===== src/rtl/tef_pkg.sv =====
// Package: shared helpers for the timer event flag unit.
// Assumes REG_W < NUM_SRC <= 2*REG_W and a 16-bit pair fits in 32 bits.
package tef_pkg;

    // Map source index to its bit in the 16-bit word (register 1 high byte).
    function automatic int word_pos(input int idx, input int reg_w, input int num_src);
        if (idx < reg_w) return reg_w + idx;
        return idx + reg_w - num_src;
    endfunction

    // Bits of the word that hold a real flag or mask bit.
    function automatic logic [31:0] valid_bits(input int reg_w, input int num_src);
        logic [31:0] v;
        v = '0;
        for (int i = 0; i < num_src; i++) v[word_pos(i, reg_w, num_src)] = 1'b1;
        return v;
    endfunction

endpackage


===== src/rtl/tef_bus_decode.sv =====
// Module: register bus decoder and read multiplexer.
// Decodes byte enables for flag/mask access and aligns write data.
// Assumes bus_rd and bus_wr are never asserted together.
module tef_bus_decode #(
    parameter int REG_W = 8,
    localparam int WORD_W = 2 * REG_W
) (
    input  logic              bus_rd,
    input  logic              bus_wr,
    input  logic [1:0]        bus_addr,
    input  logic              bus_wide,
    input  logic [WORD_W-1:0] bus_wdata,
    input  logic [WORD_W-1:0] flag_word,
    input  logic [WORD_W-1:0] mask_word,
    output logic [1:0]        flag_rd_be,
    output logic [1:0]        flag_wr_be,
    output logic [1:0]        mask_wr_be,
    output logic [WORD_W-1:0] wdata_al,
    output logic [WORD_W-1:0] bus_rdata
);
    logic [1:0]        byte_en;
    logic [WORD_W-1:0] sel_word;

    // Byte enables: [1] = register 1 (high byte), [0] = register 2 (low byte).
    always_comb begin
        if (bus_wide)         byte_en = 2'b11;
        else if (bus_addr[0]) byte_en = 2'b01;
        else                  byte_en = 2'b10;
    end

    // Route strobes to the flag or mask bank.
    always_comb begin
        flag_rd_be = (bus_rd && !bus_addr[1]) ? byte_en : 2'b00;
        flag_wr_be = (bus_wr && !bus_addr[1]) ? byte_en : 2'b00;
        mask_wr_be = (bus_wr &&  bus_addr[1]) ? byte_en : 2'b00;
    end

    // Align byte write data to both lanes; byte enables pick the lane.
    always_comb begin
        wdata_al = bus_wide ? bus_wdata : {bus_wdata[REG_W-1:0], bus_wdata[REG_W-1:0]};
    end

    // Read multiplexer with byte data returned on the low lane.
    always_comb begin
        sel_word  = bus_addr[1] ? mask_word : flag_word;
        bus_rdata = '0;
        if (bus_rd) begin
            if (bus_wide)         bus_rdata = sel_word;
            else if (bus_addr[0]) bus_rdata[REG_W-1:0] = sel_word[REG_W-1:0];
            else                  bus_rdata[REG_W-1:0] = sel_word[WORD_W-1:REG_W];
        end
    end
endmodule


===== src/rtl/tef_flag_cell.sv =====
// Module: one sticky event flag with its read-then-write-zero clear guard.
// An event sets the flag and disarms any pending clear; a read of a set
// flag arms it; a zero write clears it only when armed.
// Assumes rd_i and wr_i are not asserted in the same cycle.
module tef_flag_cell (
    input  logic clk,
    input  logic rst_n,
    input  logic evt_i,
    input  logic rd_i,
    input  logic wr_i,
    input  logic wbit_i,
    output logic flag_o
);
    logic armed_q;
    logic clr_req;

    assign clr_req = wr_i && !wbit_i;

    // Flag state: event has priority over an armed clearing write.
    always_ff @(posedge clk) begin
        if (!rst_n)                  flag_o <= 1'b0;
        else if (evt_i)              flag_o <= 1'b1;
        else if (clr_req && armed_q) flag_o <= 1'b0;
    end

    // Arm state: set by reading a set flag, dropped by any event or zero write.
    always_ff @(posedge clk) begin
        if (!rst_n)               armed_q <= 1'b0;
        else if (evt_i)           armed_q <= 1'b0;
        else if (clr_req)         armed_q <= 1'b0;
        else if (rd_i && flag_o)  armed_q <= 1'b1;
    end

    // a flag only ever rises after an event pulse.
    a_r3_only_event_sets: assert property (@(posedge clk) disable iff (!rst_n)
        $rose(flag_o) |-> $past(evt_i));

    // an event always leaves the flag set in the next cycle.
    a_r6_event_wins: assert property (@(posedge clk) disable iff (!rst_n)
        evt_i |=> flag_o);

    // a flag falls only after a zero write to it.
    a_r4_clear_by_zero_write: assert property (@(posedge clk) disable iff (!rst_n)
        $fell(flag_o) |-> $past(wr_i && !wbit_i));

    // a flag falls only while armed by an earlier read.
    a_r5_clear_needs_arm: assert property (@(posedge clk) disable iff (!rst_n)
        $fell(flag_o) |-> $past(armed_q));
endmodule


===== src/rtl/tef_irq.sv =====
// Module: registered interrupt request from flags qualified by masks.
// Assumes flag and mask words share bit positions.
module tef_irq #(
    parameter int WORD_W = 16
) (
    input  logic              clk,
    input  logic              rst_n,
    input  logic [WORD_W-1:0] flag_word,
    input  logic [WORD_W-1:0] mask_word,
    output logic              irq_o
);
    // Register the OR of enabled flags.
    always_ff @(posedge clk) begin
        if (!rst_n) irq_o <= 1'b0;
        else        irq_o <= |(flag_word & mask_word);
    end

    // a request needs a set flag in the previous cycle.
    a_r9_irq_needs_flag: assert property (@(posedge clk) disable iff (!rst_n)
        irq_o |-> $past(flag_word != '0));

    // a request needs a set mask bit in the previous cycle.
    a_r9_irq_needs_mask: assert property (@(posedge clk) disable iff (!rst_n)
        irq_o |-> $past(mask_word != '0));
endmodule


===== src/rtl/tef_unit.sv =====
// Module: timer event flag and interrupt mask unit (top).
// Holds eleven sticky event flags in two byte registers, two matching mask
// registers, and drives one registered interrupt request.
// Assumes event pulses are one cycle wide and synchronous to clk.
module tef_unit #(
    parameter int REG_W   = 8,
    parameter int NUM_SRC = 11,
    localparam int WORD_W = 2 * REG_W
) (
    input  logic               clk,
    input  logic               rst_n,
    input  logic [NUM_SRC-1:0] evt_i,
    input  logic               bus_rd,
    input  logic               bus_wr,
    input  logic [1:0]         bus_addr,
    input  logic               bus_wide,
    input  logic [WORD_W-1:0]  bus_wdata,
    output logic [WORD_W-1:0]  bus_rdata,
    output logic               irq_o
);
    import tef_pkg::*;

    localparam logic [WORD_W-1:0] VALID = WORD_W'(valid_bits(REG_W, NUM_SRC));

    logic [1:0]         flag_rd_be;
    logic [1:0]         flag_wr_be;
    logic [1:0]         mask_wr_be;
    logic [WORD_W-1:0]  wdata_al;
    logic [WORD_W-1:0]  flag_word;
    logic [WORD_W-1:0]  mask_q;
    logic [NUM_SRC-1:0] flag_src;

    tef_bus_decode #(.REG_W(REG_W)) u_dec (
        .bus_rd     (bus_rd),
        .bus_wr     (bus_wr),
        .bus_addr   (bus_addr),
        .bus_wide   (bus_wide),
        .bus_wdata  (bus_wdata),
        .flag_word  (flag_word),
        .mask_word  (mask_q),
        .flag_rd_be (flag_rd_be),
        .flag_wr_be (flag_wr_be),
        .mask_wr_be (mask_wr_be),
        .wdata_al   (wdata_al),
        .bus_rdata  (bus_rdata)
    );

    // One flag cell per source, wired to the byte lane that holds it.
    for (genvar i = 0; i < NUM_SRC; i++) begin : g_flag
        localparam int POS  = word_pos(i, REG_W, NUM_SRC);
        localparam int LANE = POS / REG_W;
        tef_flag_cell u_cell (
            .clk    (clk),
            .rst_n  (rst_n),
            .evt_i  (evt_i[i]),
            .rd_i   (flag_rd_be[LANE]),
            .wr_i   (flag_wr_be[LANE]),
            .wbit_i (wdata_al[POS]),
            .flag_o (flag_src[i])
        );
    end

    // Gather cell outputs into the word layout; unused positions stay zero.
    always_comb begin
        flag_word = '0;
        for (int i = 0; i < NUM_SRC; i++) flag_word[word_pos(i, REG_W, NUM_SRC)] = flag_src[i];
    end

    // Mask storage, one byte lane per register, unused bits held at zero.
    for (genvar b = 0; b < 2; b++) begin : g_mask
        always_ff @(posedge clk) begin
            if (!rst_n)             mask_q[b*REG_W +: REG_W] <= '0;
            else if (mask_wr_be[b]) mask_q[b*REG_W +: REG_W] <= wdata_al[b*REG_W +: REG_W] & VALID[b*REG_W +: REG_W];
        end
    end

    tef_irq #(.WORD_W(WORD_W)) u_irq (
        .clk       (clk),
        .rst_n     (rst_n),
        .flag_word (flag_word),
        .mask_word (mask_q),
        .irq_o     (irq_o)
    );

    // a wide read of masks never shows unused positions.
    a_r8_mask_unused_zero: assert property (@(posedge clk) disable iff (!rst_n)
        (bus_rd && bus_addr[1] && bus_wide) |-> ((bus_rdata & ~VALID) == '0));

    // a wide read of flags never shows unused positions.
    a_r2_flag_unused_zero: assert property (@(posedge clk) disable iff (!rst_n)
        (bus_rd && !bus_addr[1] && bus_wide) |-> ((bus_rdata & ~VALID) == '0));
endmodule


===== config.mk =====
export PLATFORM = sky130hd
export DESIGN_NAME = tef_unit
export DESIGN_NICKNAME = d
export VERILOG_FILES = /design/src/rtl/tef_pkg.sv /design/src/rtl/tef_bus_decode.sv /design/src/rtl/tef_flag_cell.sv /design/src/rtl/tef_irq.sv /design/src/rtl/tef_unit.sv
export SDC_FILE = /design/constraint.sdc
export NUM_CORES = 1
export LEC_CHECK = 0
export ABC_CLOCK_PERIOD_IN_PS = 2600
export BUFFER_PORTS_ARGS = -buffer_cell sky130_fd_sc_hd__buf_4
export CAP_MARGIN = 20
export CORE_MARGIN = 1.5
export CORE_UTILIZATION = 35
export CTS_CLUSTER_DIAMETER = 200
export DETAILED_ROUTE_END_ITERATION = 8
export PLACE_DENSITY = 0.66
export SLEW_MARGIN = 10
export SYNTH_ARGS = -nofsm -noshare
export SYNTH_HDL_FRONTEND = slang
export SYNTH_SLANG_ARGS = --single-unit

===== constraint.sdc =====
create_clock -name clk -period 2.6 [get_ports clk]
set_input_delay 0.26 -clock clk [delete_from_list [all_inputs] [get_ports clk]]
set_output_delay 0.26 -clock clk [all_outputs]
set_load 0.01 [all_outputs]

After elaboration in Yosys (flattened, before gate mapping)
Cells that the tools add are included.

storage, ports and cells
  logic and storage cells = 131
  output and inout bits = 17
  bits of input ports = 34
  register bits after elaboration = 34

operators by class
  multiplexer cells = 33
  bitwise gates (word level) = 2
  reduce and logical (&&, ||, !) cells = 71

operators with widths
  kind                 number
  16-bit two-way mux   3
  1-bit logical AND    36
  3-bit OR reduction   11
  8-bit two-way mux    3
  1-bit two-way mux    22
  2-bit nonzero test   11
  16-bit AND           1
  16-bit OR reduction  1
  1-bit logical NOT    12
  2-bit two-way mux    5
  1-bit inverter       1

Logic depth before layout (Yosys ltp)
  depth in word-level cells = 7
  depth in mapped cells = 6
  depth with buffers taken out = 4

Hierarchy
A second synthesis with hierarchy kept.

second synthesis, totals
  cell total of the unflattened synthesis = 202
  area total of the unflattened synthesis = 2003.2 um^2

modules (own cells, without submodules)
  module          area an instance (um^2)  cells each  instances
  tef_flag_cell   88.8                     8           11
  tef_bus_decode  493.0                    66          1
  tef_unit        417.9                    36          1
  tef_irq         115.1                    12          1

Worst setup path after synthesis
No wires, ideal clock.

  path kind = input -> output
  start point = in bus_addr[1]
  end point = out bus_rdata[5]
  arrival time = 1.070 ns
  slack = 1.270 ns
  path buffers = 2
  cell stages on the path = 5
  cell sequence = buf_2 -> buf_4 -> mux2i_1 -> nand2_1 -> and3_1

between the ends
  longest elaborated chain between the ends = 4

RTL lines
  item                    RTL line              text
  start: declaration      tef_unit.sv:15        input logic [1:0] bus_addr,
  16-bit two-way mux (*)  tef_bus_decode.sv:45  sel_word = bus_addr[1] ? mask_word : flag_word;
  8-bit two-way mux       tef_bus_decode.sv:49  else if (bus_addr[0]) bus_rdata[REG_W-1:0] = sel_word[REG_W-1:0];
  8-bit two-way mux (*)   tef_bus_decode.sv:48  if (bus_wide) bus_rdata = sel_word;
  16-bit two-way mux (*)  tef_bus_decode.sv:47  if (bus_rd) begin
  end: declaration        tef_unit.sv:18        output logic [WORD_W-1:0] bus_rdata,

Mark *: on every way between the ends. The rest lies on a longest branch, timed or not.

Worst setup path after layout
  start point = in bus_wide
  end point = out bus_rdata[5]

between the ends
  longest elaborated chain between the ends = 2

RTL lines
  item                RTL line              text
  start: declaration  tef_unit.sv:16        input logic bus_wide,
  8-bit two-way mux   tef_bus_decode.sv:48
  16-bit two-way mux  tef_bus_decode.sv:47

Every way passes these cells.

==> results.sh <==
export IMPL_outcome="completed"
export IMPL_peakVddDrop_mv=0.263
export IMPL_timing_max_slew_rel_slack_pct=63.6
export IMPL_synth_top_cell_area_share_pct=38.1
export IMPL_detailed_placement_wirelength_estimate_um=3560
export IMPL_sequentialPowerShare_pct=49.0
export IMPL_first_iter_violations=125
export IMPL_placed_area_sq_mm=0.00220
export IMPL_grt_setup_unrepaired="false"
export IMPL_wirelength_met1_um=2290
export IMPL_via_density=5.20
export IMPL_criticalPathCategory="input pin to output port"
export IMPL_topRoutingLayerUsed="met4"
export IMPL_cts_max_level=2
export IMPL_antenna_found_initial=0
export IMPL_power_per_cell_area_mw_per_mm2=512
export IMPL_slew_viol_final=0
export IMPL_antenna_left=0
export IMPL_die_area_sq_mm=0.00554
export IMPL_wl_per_cell_um=15.2
export IMPL_first_global_vias=1543
export IMPL_synth_cell_area_sq_mm=0.00178
export IMPL_synth_area_top_cells="sky130_fd_sc_hd__dfxtp_1 (38%), sky130_fd_sc_hd__mux2i_1 (12%), sky130_fd_sc_hd__nor2_1 (6.1%)"
export IMPL_worstSetupStartpointType="input pin"
export IMPL_cts_setup_buffers=0
export IMPL_drive_gt1_share_pct=29.4
export IMPL_worst_setup_path_end_kind="output port"
export IMPL_synth_yosys_seq_area_share_pct=38.1
export IMPL_finalWorstSetupSlack_ps=918
export IMPL_global_route_overflow_total=0
export IMPL_intPower_uw=836
export IMPL_synth_area_per_cell_sq_um=8.79
export IMPL_diodes=0
export IMPL_synth_area_leader_cell="sky130_fd_sc_hd__dfxtp_1"
export IMPL_layout_common_cells="sky130_fd_sc_hd__buf_4 (51), sky130_fd_sc_hd__dfxtp_1 (34), sky130_fd_sc_hd__nor2_1 (29)"
export IMPL_yosys_warnings=0
export IMPL_fin_nets=286
export IMPL_final_design_area_no_fill_sq_mm=0.00227
export IMPL_placementRows=25
export IMPL_hold_buffer_count_at_cts=0
export IMPL_ys_ff_latch=34
export IMPL_core_area_sq_mm=0.00482
export IMPL_drt_pre_antenna_iters=4
export IMPL_class_of_the_tightest_hold_or_removal_check="input pin to flop"
export IMPL_syn_inst=203
export IMPL_met3RoutedLength_um=256
export IMPL_largest_net_degree_at_the_start_of_global_routing=27
export IMPL_tritoncts="yes"
export IMPL_clockPowerShare_pct=31.9
export IMPL_power_net_switching_uw=328
export IMPL_route_met2_wl_um=2250
export IMPL_fmax_ghz=0.595
export IMPL_cellLeakagePower_uw=0.000976
export IMPL_cts_buffers_inserted=5
export IMPL_placement_setup_worst_slack_ps=922
export IMPL_period_utilization_pct=64.7
export IMPL_wire_length_of_the_first_global_routing_pass_um=7710
export IMPL_maximum_clock_skew_at_final_layout_ps=3.76
export IMPL_number_of_max_cap_violations=0
export IMPL_timing_final_crit_period_ps=1680
export IMPL_die_width_um=74.4
export IMPL_initial_core_util_pct=37.0
export IMPL_dieHeight_um=74.4
export IMPL_tritoncts_num_sinks=34
export IMPL_timing_final_hold_violations=0
export IMPL_drcViolationCount=0
export IMPL_gr_usage_all_layers_pct=18.8
export IMPL_io_pin_count=51
export IMPL_crit_required_ps=2340
export IMPL_clk_insertion_delay_late_ps=280
export IMPL_clock_pin_slew_on_the_worst_setup_and_hold_paths_ps=70
export IMPL_synthesis_nets=237
export IMPL_finalWeightedCongestion=0.783
export IMPL_power_switching_share_pct=28.2
export IMPL_yosysUniqueCellTypes=31
export IMPL_worst_ep_arrival_time_ps=1420
export IMPL_routed_wl_um=4850
export IMPL_setup_viol_count_final=0
export IMPL_io_buffer_count=50
export IMPL_layout_commonest_cell="sky130_fd_sc_hd__buf_4"
export IMPL_critical_path_max_fanout=19
export IMPL_cts_root_to_sink_buffers=2
export IMPL_routed_via_count=1660
export IMPL_worst_pin_slew_ps=546
export IMPL_final_setup_tns_ps=0
export IMPL_flow_area_growth_from_synthesis_pct=27.3
export IMPL_cts_resized=0
export IMPL_worst_r2r_setup_slack_ps=1350
export IMPL_cts_root_buffer_cell="sky130_fd_sc_hd__clkbuf_8"
export IMPL_part_of_the_power_in_combinational_logic_pct=19.1
sequential cells by signal, indices dropped and copies added (netlist names):
| register | flops |
|---|---|
| g_flag.u_cell.armed_q | 11 |
| g_flag.u_cell.flag_o | 11 |
| mask_q | 11 |
| u_irq.irq_o | 1 |
layer usage:
metal	global-route usage, %	vias up
met3	4.34	8
met5	0	-
li1	-	835
met1	26.0	769
met4	6.46	0
met2	28.8	48
stage by stage:
step / std cells / power, uW / hold WS (ps) / utilization, %
global placement: 312 / 802 / 432 / 45.6
floorplan: 203 / 705 / 329 / -
finish: 319 / 1160 / 139 / 47.2
detailed placement: 312 / 804 / 438 / 45.6
CTS: 319 / 1170 / 135 / 47.2
global route: 319 / 1220 / 137 / 47.2
layout make-up:
class	count	area, sq um
clock buffer	7	76.3
fill	514	2540
inverter	16	60.1
multi-input combinational	144	988
sequential	34	681
tap	67	83.8
timing repair buffer	51	383
kinds of logic (layout without fill, tap and decap cells):
| family | after synthesis | count (layout) | synth area share (%) |
|---|---|---|---|
| flops | 34 | 34 | 38.1 |
| simple gates | 62 | 62 | 18.0 |
| mux | 22 | 22 | 12.3 |
| buf+inv | 25 | 74 | 6.45 |
| compound gates | 60 | 60 | 25.1 |
cell usage after synthesis:
| library cell | number |
|---|---|
| sky130_fd_sc_hd__mux2i_1 | 22 |
| sky130_fd_sc_hd__clkbuf_1 | 2 |
| sky130_fd_sc_hd__nor4_1 | 3 |
| sky130_fd_sc_hd__nand3_2 | 1 |
| sky130_fd_sc_hd__o21ai_0 | 14 |
| sky130_fd_sc_hd__inv_1 | 14 |
| sky130_fd_sc_hd__nor2b_1 | 4 |
| sky130_fd_sc_hd__a211oi_1 | 8 |
| sky130_fd_sc_hd__nand2_1 | 9 |
| sky130_fd_sc_hd__nor2_4 | 2 |
| sky130_fd_sc_hd__nor2b_2 | 1 |
| sky130_fd_sc_hd__a22oi_1 | 2 |
| sky130_fd_sc_hd__a221oi_1 | 1 |
| sky130_fd_sc_hd__nand2_2 | 1 |
| sky130_fd_sc_hd__a31oi_1 | 3 |
| sky130_fd_sc_hd__dfxtp_1 | 34 |
| sky130_fd_sc_hd__buf_2 | 2 |
| sky130_fd_sc_hd__nor4b_1 | 3 |
| sky130_fd_sc_hd__nor3_1 | 3 |
| sky130_fd_sc_hd__or2_1 | 1 |
| sky130_fd_sc_hd__inv_2 | 2 |
| sky130_fd_sc_hd__nand2b_4 | 1 |
| sky130_fd_sc_hd__a22o_1 | 1 |
| sky130_fd_sc_hd__a21oi_1 | 15 |
| sky130_fd_sc_hd__and3_1 | 4 |
| sky130_fd_sc_hd__o22ai_2 | 5 |
| sky130_fd_sc_hd__a222oi_1 | 1 |
| sky130_fd_sc_hd__a41oi_1 | 5 |
| sky130_fd_sc_hd__a2111oi_2 | 5 |
| sky130_fd_sc_hd__buf_4 | 5 |
| sky130_fd_sc_hd__nor2_1 | 29 |
critical path, stage by stage:
cell                      delay, ps
sky130_fd_sc_hd__buf_4          240
sky130_fd_sc_hd__or2_1          500
sky130_fd_sc_hd__nand2_1         80
sky130_fd_sc_hd__and3_1         190
sky130_fd_sc_hd__buf_4          140
final timing paths:
check                                         startpoint                  endpoint  depth (start not counted)
worst max-delay path                            bus_wide              bus_rdata[5]                          5
worst min-delay path                            evt_i[6]  g_flag[6].u_cell.armed_q                          2
worst min register to register  g_flag[8].u_cell.armed_q   g_flag[8].u_cell.flag_o                          1
worst max register to register   g_flag[3].u_cell.flag_o               u_irq.irq_o                          4
power groups by stage:
stage / Combinational [uW] / Sequential (uW) / Clock [uW]
floorplan: 129 / 576 / 0
detailed placement: 222 / 582 / 0
global route: 245 / 573 / 398
global placement: 221 / 581 / 0
finish: 222 / 570 / 371
CTS: 223 / 570 / 375
Note: power is estimated with default switching activity, not from simulation.
